==> config.mk <==
export PLATFORM = sky130hd
export DESIGN_NAME = stb_timebase
export DESIGN_NICKNAME = d
export VERILOG_FILES = /design/src/rtl/stb_pkg.sv /design/src/rtl/stb_counter.sv /design/src/rtl/stb_ctrl.sv /design/src/rtl/stb_rdmux.sv /design/src/rtl/stb_timebase.sv
export SDC_FILE = /design/constraint.sdc
export NUM_CORES = 1
export LEC_CHECK = 0
export CORE_MARGIN = 10
export CORE_UTILIZATION = 40
export CTS_CLUSTER_DIAMETER = 120
export DETAILED_ROUTE_END_ITERATION = 16
export MAX_ROUTING_LAYER = met4
export PLACE_DENSITY = 0.68
export SLEW_MARGIN = 20
export SYNTH_ARGS = -nofsm -noshare
export SYNTH_HDL_FRONTEND = slang
export SYNTH_HIERARCHICAL = 1
export SYNTH_SLANG_ARGS = --single-unit
==> constraint.sdc <==
create_clock -name clk -period 2.1 [get_ports clk]
set_clock_uncertainty 0.15 [all_clocks]
set_input_delay 0.42 -clock clk [delete_from_list [all_inputs] [get_ports clk]]
set_output_delay 0.42 -clock clk [all_outputs]
set_load 0.01 [all_outputs]
==> src/rtl/stb_pkg.sv <==
package stb_pkg;
  typedef enum logic [1:0] {
    SEL_NONE = 2'd0,
    SEL_LO   = 2'd1,
    SEL_HI   = 2'd2
  } sel_e;
endpackage

==> src/rtl/stb_counter.sv <==
module stb_counter #(
  parameter int W = 40
) (
  input  logic         clk,
  input  logic         rst,
  input  logic         en,
  input  logic         tick,
  output logic [W-1:0] cnt
);
  always_ff @(posedge clk) begin
    if (rst)              cnt <= '0;
    else if (en && tick)  cnt <= cnt + 1'b1;
  end


  cnt_reset_chk: assert property (@(posedge clk) rst |=> (cnt == '0));

  cnt_hold_chk: assert property (@(posedge clk) disable iff (rst)
    !(en && tick) |=> $stable(cnt));

  cnt_step_chk: assert property (@(posedge clk) disable iff (rst)
    (en && tick) |=> (cnt == $past(cnt) + 1'b1));
endmodule

==> src/rtl/stb_ctrl.sv <==
module stb_ctrl #(
  parameter int HI_W   = 8,
  parameter int DATA_W = 32,
  parameter int EN_BIT = 8
) (
  input  logic              clk,
  input  logic              rst,
  input  logic              lo_rd,
  input  logic              hi_wr,
  input  logic [DATA_W-1:0] wdata,
  input  logic [HI_W-1:0]   cnt_hi,
  output logic [HI_W-1:0]   shadow,
  output logic              en
);
  always_ff @(posedge clk) begin
    if (rst) begin
      shadow <= '0;
      en     <= 1'b0;
    end else begin
      if (lo_rd) shadow <= cnt_hi;
      if (hi_wr) en     <= wdata[EN_BIT];
    end
  end


  shadow_hold_chk: assert property (@(posedge clk) disable iff (rst)
    !lo_rd |=> $stable(shadow));

  en_hold_chk: assert property (@(posedge clk) disable iff (rst)
    !hi_wr |=> $stable(en));
endmodule

==> src/rtl/stb_rdmux.sv <==
module stb_rdmux
  import stb_pkg::*;
#(
  parameter int DATA_W = 32,
  parameter int HI_W   = 8,
  parameter int EN_BIT = 8
) (
  input  logic              clk,
  input  logic              rst,
  input  logic              rd,
  input  sel_e              sel,
  input  logic [DATA_W-1:0] cnt_lo,
  input  logic [HI_W-1:0]   shadow,
  input  logic              en,
  output logic [DATA_W-1:0] rdata,
  output logic              rvalid
);
  logic [DATA_W-1:0] hi_word;
  logic [DATA_W-1:0] nxt;

  always_comb begin
    hi_word             = '0;
    hi_word[HI_W-1:0]   = shadow;
    hi_word[EN_BIT]     = en;
  end

  always_comb begin
    unique case (sel)
      SEL_LO:  nxt = cnt_lo;
      SEL_HI:  nxt = hi_word;
      default: nxt = '0;
    endcase
  end

  always_ff @(posedge clk) begin
    if (rst) begin
      rdata  <= '0;
      rvalid <= 1'b0;
    end else begin
      rvalid <= rd;
      rdata  <= rd ? nxt : '0;
    end
  end


  rvalid_follow_chk: assert property (@(posedge clk) disable iff (rst)
    rd |=> rvalid);

  rvalid_idle_chk: assert property (@(posedge clk) disable iff (rst)
    !rd |=> !rvalid);
endmodule

==> src/rtl/stb_timebase.sv <==
module stb_timebase
  import stb_pkg::*;
#(
  parameter int                CNT_W  = 40,
  parameter int                DATA_W = 32,
  parameter int                ADDR_W = 8,
  parameter logic [ADDR_W-1:0] LO_OFS = 'h60,
  parameter logic [ADDR_W-1:0] HI_OFS = 'h64,
  parameter int                EN_BIT = 8
) (
  input  logic              clk,
  input  logic              rst,
  input  logic              tick,
  input  logic              bus_rd,
  input  logic              bus_wr,
  input  logic [ADDR_W-1:0] bus_addr,
  input  logic [DATA_W-1:0] bus_wdata,
  output logic [DATA_W-1:0] bus_rdata,
  output logic              bus_rvalid
);
  localparam int HI_W = CNT_W - DATA_W;

  logic [CNT_W-1:0] cnt;
  logic [HI_W-1:0]  shadow;
  logic             en;
  logic             lo_rd;
  logic             hi_wr;
  sel_e             sel;

  always_comb begin
    sel = SEL_NONE;
    if (bus_addr == LO_OFS)      sel = SEL_LO;
    else if (bus_addr == HI_OFS) sel = SEL_HI;
  end

  assign lo_rd = bus_rd && (sel == SEL_LO);
  assign hi_wr = bus_wr && (sel == SEL_HI);

  stb_counter #(.W(CNT_W)) cnt_i (
    .clk  (clk),
    .rst  (rst),
    .en   (en),
    .tick (tick),
    .cnt  (cnt)
  );

  stb_ctrl #(.HI_W(HI_W), .DATA_W(DATA_W), .EN_BIT(EN_BIT)) ctrl_i (
    .clk    (clk),
    .rst    (rst),
    .lo_rd  (lo_rd),
    .hi_wr  (hi_wr),
    .wdata  (bus_wdata),
    .cnt_hi (cnt[CNT_W-1:DATA_W]),
    .shadow (shadow),
    .en     (en)
  );

  stb_rdmux #(.DATA_W(DATA_W), .HI_W(HI_W), .EN_BIT(EN_BIT)) rdmux_i (
    .clk    (clk),
    .rst    (rst),
    .rd     (bus_rd),
    .sel    (sel),
    .cnt_lo (cnt[DATA_W-1:0]),
    .shadow (shadow),
    .en     (en),
    .rdata  (bus_rdata),
    .rvalid (bus_rvalid)
  );


  lo_pre_inc_chk: assert property (@(posedge clk) disable iff (rst)
    lo_rd |=> (bus_rdata == $past(cnt[DATA_W-1:0])));

  shadow_capture_chk: assert property (@(posedge clk) disable iff (rst)
    lo_rd |=> (shadow == $past(cnt[CNT_W-1:DATA_W])));
endmodule

==> results of run 1 <==
critical path, stage by stage, from the launching register on:
cell and delay [ps]:
dfxtp_2 350, buf_6 90, and4_1 200, or4b_4 580, buf_8 180, or4_4 420, a21oi_2 130
metrics by stage:
stage               setup WS [ps]  hold slack, ps  utilization  setup TNS (ps)  cells
finish                      -51.2             288        0.592            -103    576
global route                 -101             297        0.592            -733    576
CTS                         -23.8             280        0.567           -89.2    569
detailed placement           -611             351        0.519          -29270    548
global placement             -579             345        0.519          -27530    548
floorplan                   -56.0             310            -           -1700    369
synth_stat cells, drive strengths merged, types with 2 or more instances:
library cell and n:
nand4 11, o21ai 6, a21oi 12, nand2 19, or3 7, nand3 13
a22oi 9, dfxtp 82, mux2 16, and4 7, xor2 10, o31ai 4
inv 7, mux2i 9, ha 3, and2 25, buf 14, or4 7
or4b 4, and3 4, nor4 7, nor2 50, nor3 12, clkbuf 8
xnor2 2, nor2b 16
repair_timing:
action	CTS	global route
endpoints found under the setup margin	54	20
hold buffers	0	0
gates resized for setup	41	29
gates cloned	2	1
setup buffers	3	6
pin swaps	12	10
worst max path at each step:
| stage | startpoint | endpoint | cells past startpoint |
|---|---|---|---|
| CTS | cnt_i/cnt[1] | cnt_i/cnt[29] | 6 |
| finish | cnt_i/cnt[1] | cnt_i/cnt[19] | 6 |
| global route | cnt_i/cnt[1] | cnt_i/cnt[19] | 6 |
| floorplan | bus_addr[2] | rdmux_i/rdata[0] | 7 |
| detailed placement | tick | cnt_i/cnt[29] | 6 |
| global placement | tick | cnt_i/cnt[19] | 6 |
cell type report:
type,count,area (um^2)
well taps,105,131
multi-input cells,259,1920
flip-flops and latches,82,1650
repair buffers,107,978
fillers,728,3380
inverters,7,26.3
clock buffers,10,138
clock inverters,6,72.6
routing by layer:
layer,wire length [um],track usage,part of all wire,up-vias
met5,0,-,0,-
met1,3740,0.162,0.44,1394
met3,492,0.0386,0.057,17
met4,203,0.0685,0.024,0
li1,-,-,-,1488
met2,4140,0.224,0.48,86
power breakdown:
part           total, mW  switching [mW]  internal [mW]
clock               1.19           0.598          0.593
combinational     0.0718          0.0374         0.0344
sequential          1.55        0.000296           1.55
cells by family (layout without fill, tap and decap cells):
kind of cell	count (synthesis)	in the layout
adder cells (fa/ha/maj)	3	3
AND/OR/NAND/NOR	186	187
AO/OA/AOI/OAI	32	32
XOR/XNOR	12	12
flip-flops	82	82
buffers and inverters	29	130
multiplexers	25	25
registers in the layout, summed over array words and instances (netlist names):
| name | count |
|---|---|
| rdmux_i/rdata | 32 |
| cnt_i/cnt | 40 |
| ctrl_i/shadow | 8 |
| ctrl_i/en | 1 |
| rdmux_i/rvalid | 1 |
==> key figures, run 1 <==
Placement
  – Routability cong.: around 0.84
  – Total of buffers placed on input and output ports: 46
  – Area after detailed placement: between 0.004 and 0.005 mm^2
  – HPWL after detailed placement: 5.74 mm

Final layout
  – Fraction of layout instances using a drive strength above 1: 0.285
  – Diode count: 0
  – Net count reported at finish: between 500 and 600
  – Layout Cell Area excl Fill: slightly below 0.005 mm^2
  – Highest-count cells in the layout ignoring fill and taps: 76 x dfxtp_1, 49 x buf_4, 46 x nor2_1
  – Most common library cell in the layout ignoring fill and taps: dfxtp_1
  – Area delta synth->final: 42.5%

Clock network
  – Clock H-tree levels: 3
  – Number of buffers added by the clock tree synthesis step: 9
  – Clock root buffer master: clkbuf_8
  – Latest clock arrival within the worst-skew pair: roughly 360 ps
  – Num Clock Sinks: approximately 80
  – CTS clk-pin slew, worst paths: ~90 ps
  – Clock tree from TritonCTS: yes
  – Buffer depth of the longest clock path: 2

Critical path
  – Required time of the critical path: 2250 ps
  – Kind of end point of the critical path: flip-flop
  – Critical path peak fanout: 7
  – Category of the critical setup timing path: reg -> reg
  – Worst-case reg-to-reg path depth: 6
  – Critical register-to-register path endpoint: cnt_i/cnt[19]
  – Register-to-Register Setup Slack: -50 ps
  – CP startpoint kind: flip-flop
  – Arrival time of data at the critical path endpoint: ~2300 ps
  – Worst flop-to-flop path startpoint: cnt_i/cnt[1]

Logic synthesis
  – Total of flip-flops plus latches after synthesis: a little over 80
  – Synthesized area divided by synthesized cell count: approximately 9.3 um^2
  – Register area share after synthesis: 0.476
  – Compound-cell area share of the yosys netlist: 0.0569
  – Area contributors post-synth: dfxtp_1 48%, nor2_1 5.4%, and2_1 4.5%
  – Cell accounting for the most synthesized area: dfxtp_1
  – Count of cell types in the netlist: 38
  – Xor and xnor fraction of the mapped netlist area: 0.0305
  – Most common flop cell mapped by yosys: dfxtp_1
  – Dominant combinational cell family by area after synthesis: simple AND/OR/NAND/NOR gates
  – Number of enable flip-flop cells after synthesis: 0
  – Simple-gate portion of the synthesized area: 0.301
  – Post-synthesis adder-cell area fraction: 0.0109
  – Mux cell area share after synthesis: 0.0783
  – Syn Inst Count: around 370
  – Proportion of synthesized flip-flops having asynchronous set or reset: 0
  – Area fraction of the dominant cell type after synthesis: 0.476
  – Warnings, synthesis: 6
  – Synth Net Count: 417
  – Mapped cell area: approximately 0.0034 mm^2

Route
  – Iter 0 DRT Violations: approximately 150
  – Antenna-violating nets left: 0
  – Post-route DRC violation count: 0
  – Number of iterations in the first detailed-routing pass: 5
  – Wire length per cell after detailed routing: roughly 15 um
  – Total number of vias: ~3000
  – Final routed wirelength across all metal layers: approximately 8.6 mm
  – Via-per-instance ratio: 5.18

Power and ir drop
  – Tot Pwr: between 2 and 3 mW
  – Leak Pwr: just under 2 nW
  – Power per cell area: between 500 and 600 mW/mm^2
  – Highest ir drop seen on vdd: ~0.35 mV

STA
  – Headroom to the max-slew limit: 0.752
  – Shortest clock period the worst path allows after layout: between 2000 and 2500 ps
  – Max-slew violation total from the final report: 0
  – Setup repair after global routing missed its margin: yes
  – Worst slew pin tran: 372 ps
  – Final setup violating endpoints: 5
  – Period utilization: 1.02
  – Final-report hold violation count: 0
  – Worst Slack Setup Final: -51.2 ps
  – Fmax: roughly 460 MHz

Status
  – Result of the run: complete, but fails checks
  – Violated checks: setup timing

Worst hold path
  – Hold Path Cell Cnt: 3
  – Hold Crit Endpoint: rdmux_i/rdata[1]
  – Worst min path class: in -> reg
  – Min-delay src: rst

GRT
  – Antenna violations before repair: 0
  – GR Util All Layers: 0.141
  – Wire length of the first global-routing pass: around 15 mm
  – Final global-route overflow total: 0
  – Maximum number of pins on one net before global-route repair: 38
  – Vias in the first global route: 3102

Job
  – Count of max-cap constraint violations: 0

Floorplan
  – Die height: between 100 and 150 um
  – Area of the placeable core: about 0.0083 mm^2
  – Die Footprint: about 0.013 mm^2
  – I/O pin total: 78
  – Floorplan die width: 113 um
  – Count of standard-cell rows: 33
  – Effective utilization at floorplan: 0.416
No activity file was read; power rests on OpenSTA's default activity.
==> run 2: changes to the inputs <==
--- a/config.mk
+++ b/config.mk
@@ -5,6 +5,7 @@
 export SDC_FILE = /design/constraint.sdc
 export NUM_CORES = 1
 export LEC_CHECK = 0
+export CAP_MARGIN = 20
 export CORE_MARGIN = 10
 export CORE_UTILIZATION = 40
 export CTS_CLUSTER_DIAMETER = 120
==> results of run 2 <==
The final DEF is identical to that of run 1; final timing and power are the same.
==> run 3: changes to the inputs <==
--- a/config.mk
+++ b/config.mk
@@ -10,9 +10,9 @@
 export CORE_UTILIZATION = 40
 export CTS_CLUSTER_DIAMETER = 120
 export DETAILED_ROUTE_END_ITERATION = 16
+export DONT_BUFFER_PORTS = 1
 export MAX_ROUTING_LAYER = met4
-export PLACE_DENSITY = 0.68
-export SLEW_MARGIN = 20
+export SLEW_MARGIN = 30
 export SYNTH_ARGS = -nofsm -noshare
 export SYNTH_HDL_FRONTEND = slang
 export SYNTH_HIERARCHICAL = 1
==> key figures, run 3 (synthesis results as in run 1) <==
Status
  – Result of the run: complete, no violations

Final layout
  – Most common library cell in the layout ignoring fill and taps: dfxtp_1
  – Fraction of layout instances using a drive strength above 1: 0.278
  – Net count reported at finish: 457
  – Largest register by flop count: cnt_i/cnt
  – Post-Route Utilization: 0.515
  – Layout Cell Area excl Fill: 0.00427 mm^2
  – Filler cell count: 769
  – Highest-count cells in the layout ignoring fill and taps: 72 x dfxtp_1, 48 x nor2_1, 45 x buf_4
  – Diode count: 0
  – Area delta synth->final: 23.8%
  – Number of flip-flops under the largest register name: 40
  – Final standard cell count with taps included and fillers excluded: about 520
  – Biggest regs: cnt_i/cnt (40), rdmux_i/rdata (32), ctrl_i/shadow (8)

Worst hold path
  – Hold Path Cell Cnt: 1
  – Min-delay src: bus_rd
  – Worst min path class: in -> reg
  – Hold Crit Endpoint: rdmux_i/rvalid

Critical path
  – Crit-path max cell delay: between 500 and 600 ps
  – Worst-case reg-to-reg path depth: 5
  – CP startpoint kind: flip-flop
  – Worst path cell trace: and4_1, or4b_4, buf_6, or4_1, a21oi_1
  – Count of buffer and inverter cells on the critical path: 1
  – Category of the critical setup timing path: reg -> reg
  – Kind of end point of the critical path: flip-flop
  – Arrival time of data at the critical path endpoint: about 2200 ps
  – Required time of the critical path: between 2000 and 2500 ps
  – Worst flop-to-flop path startpoint: cnt_i/cnt[1]
  – Critical register-to-register path endpoint: cnt_i/cnt[19]
  – Critical path peak fanout: 11
  – Slowest cell on crit path: or4b_4
  – Register-to-Register Setup Slack: 6 ps
  – Cell class contributing the biggest share of worst-path delay: simple AND/OR/NAND/NOR gates

STA
  – Headroom to the max-slew limit: 0.754
  – Period utilization: 0.997
  – Worst hold-check slack: between 60 and 70 ps
  – Max-slew violation total from the final report: 0
  – Fmax: roughly 480 MHz
  – Shortest clock period the worst path allows after layout: about 2100 ps
  – Final-report hold violation count: 0
  – Final setup violating endpoints: 0
  – Worst slew pin tran: 364 ps
  – Total Negative Setup Slacks: 0 ps
  – Worst Slack Setup Final: approximately 5.8 ps
  – Setup repair after global routing missed its margin: yes

Placement
  – Pre-CTS setup slack: -151 ps
  – HPWL after detailed placement: roughly 5.2 mm
  – Routability cong.: 0.799
  – Total of buffers placed on input and output ports: 0
  – Area after detailed placement: ~0.0038 mm^2
  – Number of instances in the placed design: 500

Power and ir drop
  – Leak Pwr: around 1.6 nW
  – Tot Pwr: about 2.8 mW
  – Power per cell area: 666 mW/mm^2
  – Highest ir drop seen on vdd: roughly 0.37 mV

GRT
  – Antenna violations before repair: 0
  – Vias in the first global route: ~2700
  – Final global-route overflow total: 0
  – GR Util All Layers: 0.125
  – Wire length of the first global-routing pass: 13.0 mm
  – Maximum number of pins on one net before global-route repair: 36

Route
  – Via-per-instance ratio: roughly 5.3
  – Total number of vias: around 2700
  – Post-route DRC violation count: 0
  – Antenna-violating nets left: 0
  – Number of iterations in the first detailed-routing pass: 4
  – Wire length per cell after detailed routing: 15.2 um
  – Iter 0 DRT Violations: between 100 and 150
  – Final routed wirelength across all metal layers: slightly below 8 mm

Job
  – Count of max-cap constraint violations: 0

Clock network
  – Clock tree from TritonCTS: yes
  – Buffer depth of the longest clock path: 2
  – Clock H-tree levels: 3
  – Number of buffers added by the clock tree synthesis step: 9
  – CTS clk-pin slew, worst paths: 80 ps
  – Clock root buffer master: clkbuf_8
  – Num Clock Sinks: between 80 and 90
  – Latest clock arrival within the worst-skew pair: between 300 and 400 ps

Floorplan
  – I/O pin total: slightly below 80
  – Die height: between 100 and 150 um
  – Effective utilization at floorplan: 0.416
  – Die Footprint: approximately 0.013 mm^2
  – Count of standard-cell rows: 33
  – Area of the placeable core: 0.00830 mm^2
  – Floorplan die width: around 110 um
run 3: report_power, final:
part | switching [mW] | internal (mW)
sequential | 0.000952 | 1.55
combinational | 0.0193 | 0.0137
clock | 0.588 | 0.667
run 3: layer usage:
layer  vias to the layer above  track usage  wire [um]
li1                       1363            -          -
met4                         0       0.0406         91
met2                        65        0.188       3580
met3                        10       0.0412        538
met5                         -            -          0
met1                      1288        0.155       3670
run 3: area by class of cell:
type | instances | area [um^2] | share of cell area
inverters | 7 | 26.3 | 0.00615
flip-flops and latches | 82 | 1660 | 0.388
clock buffers | 9 | 124 | 0.0290
clock inverters | 7 | 93.8 | 0.0220
repair buffers | 51 | 418 | 0.0979
well taps | 105 | 131 | 0.0308
multi-input cells | 258 | 1820 | 0.426
run 3: how the worst max path moves through the flow:
stage | endpoint | cells past startpoint | from | slack (ps)
after floorplan | rdmux_i/rdata[0] | 7 | bus_addr[2] | -60
after CTS | cnt_i/cnt[29] | 5 | ctrl_i/en | -20
after detailed placement | cnt_i/cnt[29] | 5 | tick | -150
after global placement | cnt_i/cnt[29] | 5 | tick | -130
after global routing | cnt_i/cnt[29] | 5 | cnt_i/cnt[1] | -50
final | cnt_i/cnt[19] | 5 | cnt_i/cnt[1] | 6
run 3: worst reg2reg max path, cell delays in order, from the launching register on:
cell and delay [ps]:
dfxtp_2 360, and4_1 220, or4b_4 560, buf_6 190
or4_1 390, a21oi_1 150
run 3: repair_timing:
action	CTS	global route
pin swaps	0	10
setup endpoints to repair	11	21
buffers inserted	0	2
gates cloned	1	0
hold buffers	1	0
gates resized for setup	20	23
hold endpoints to repair	34	0
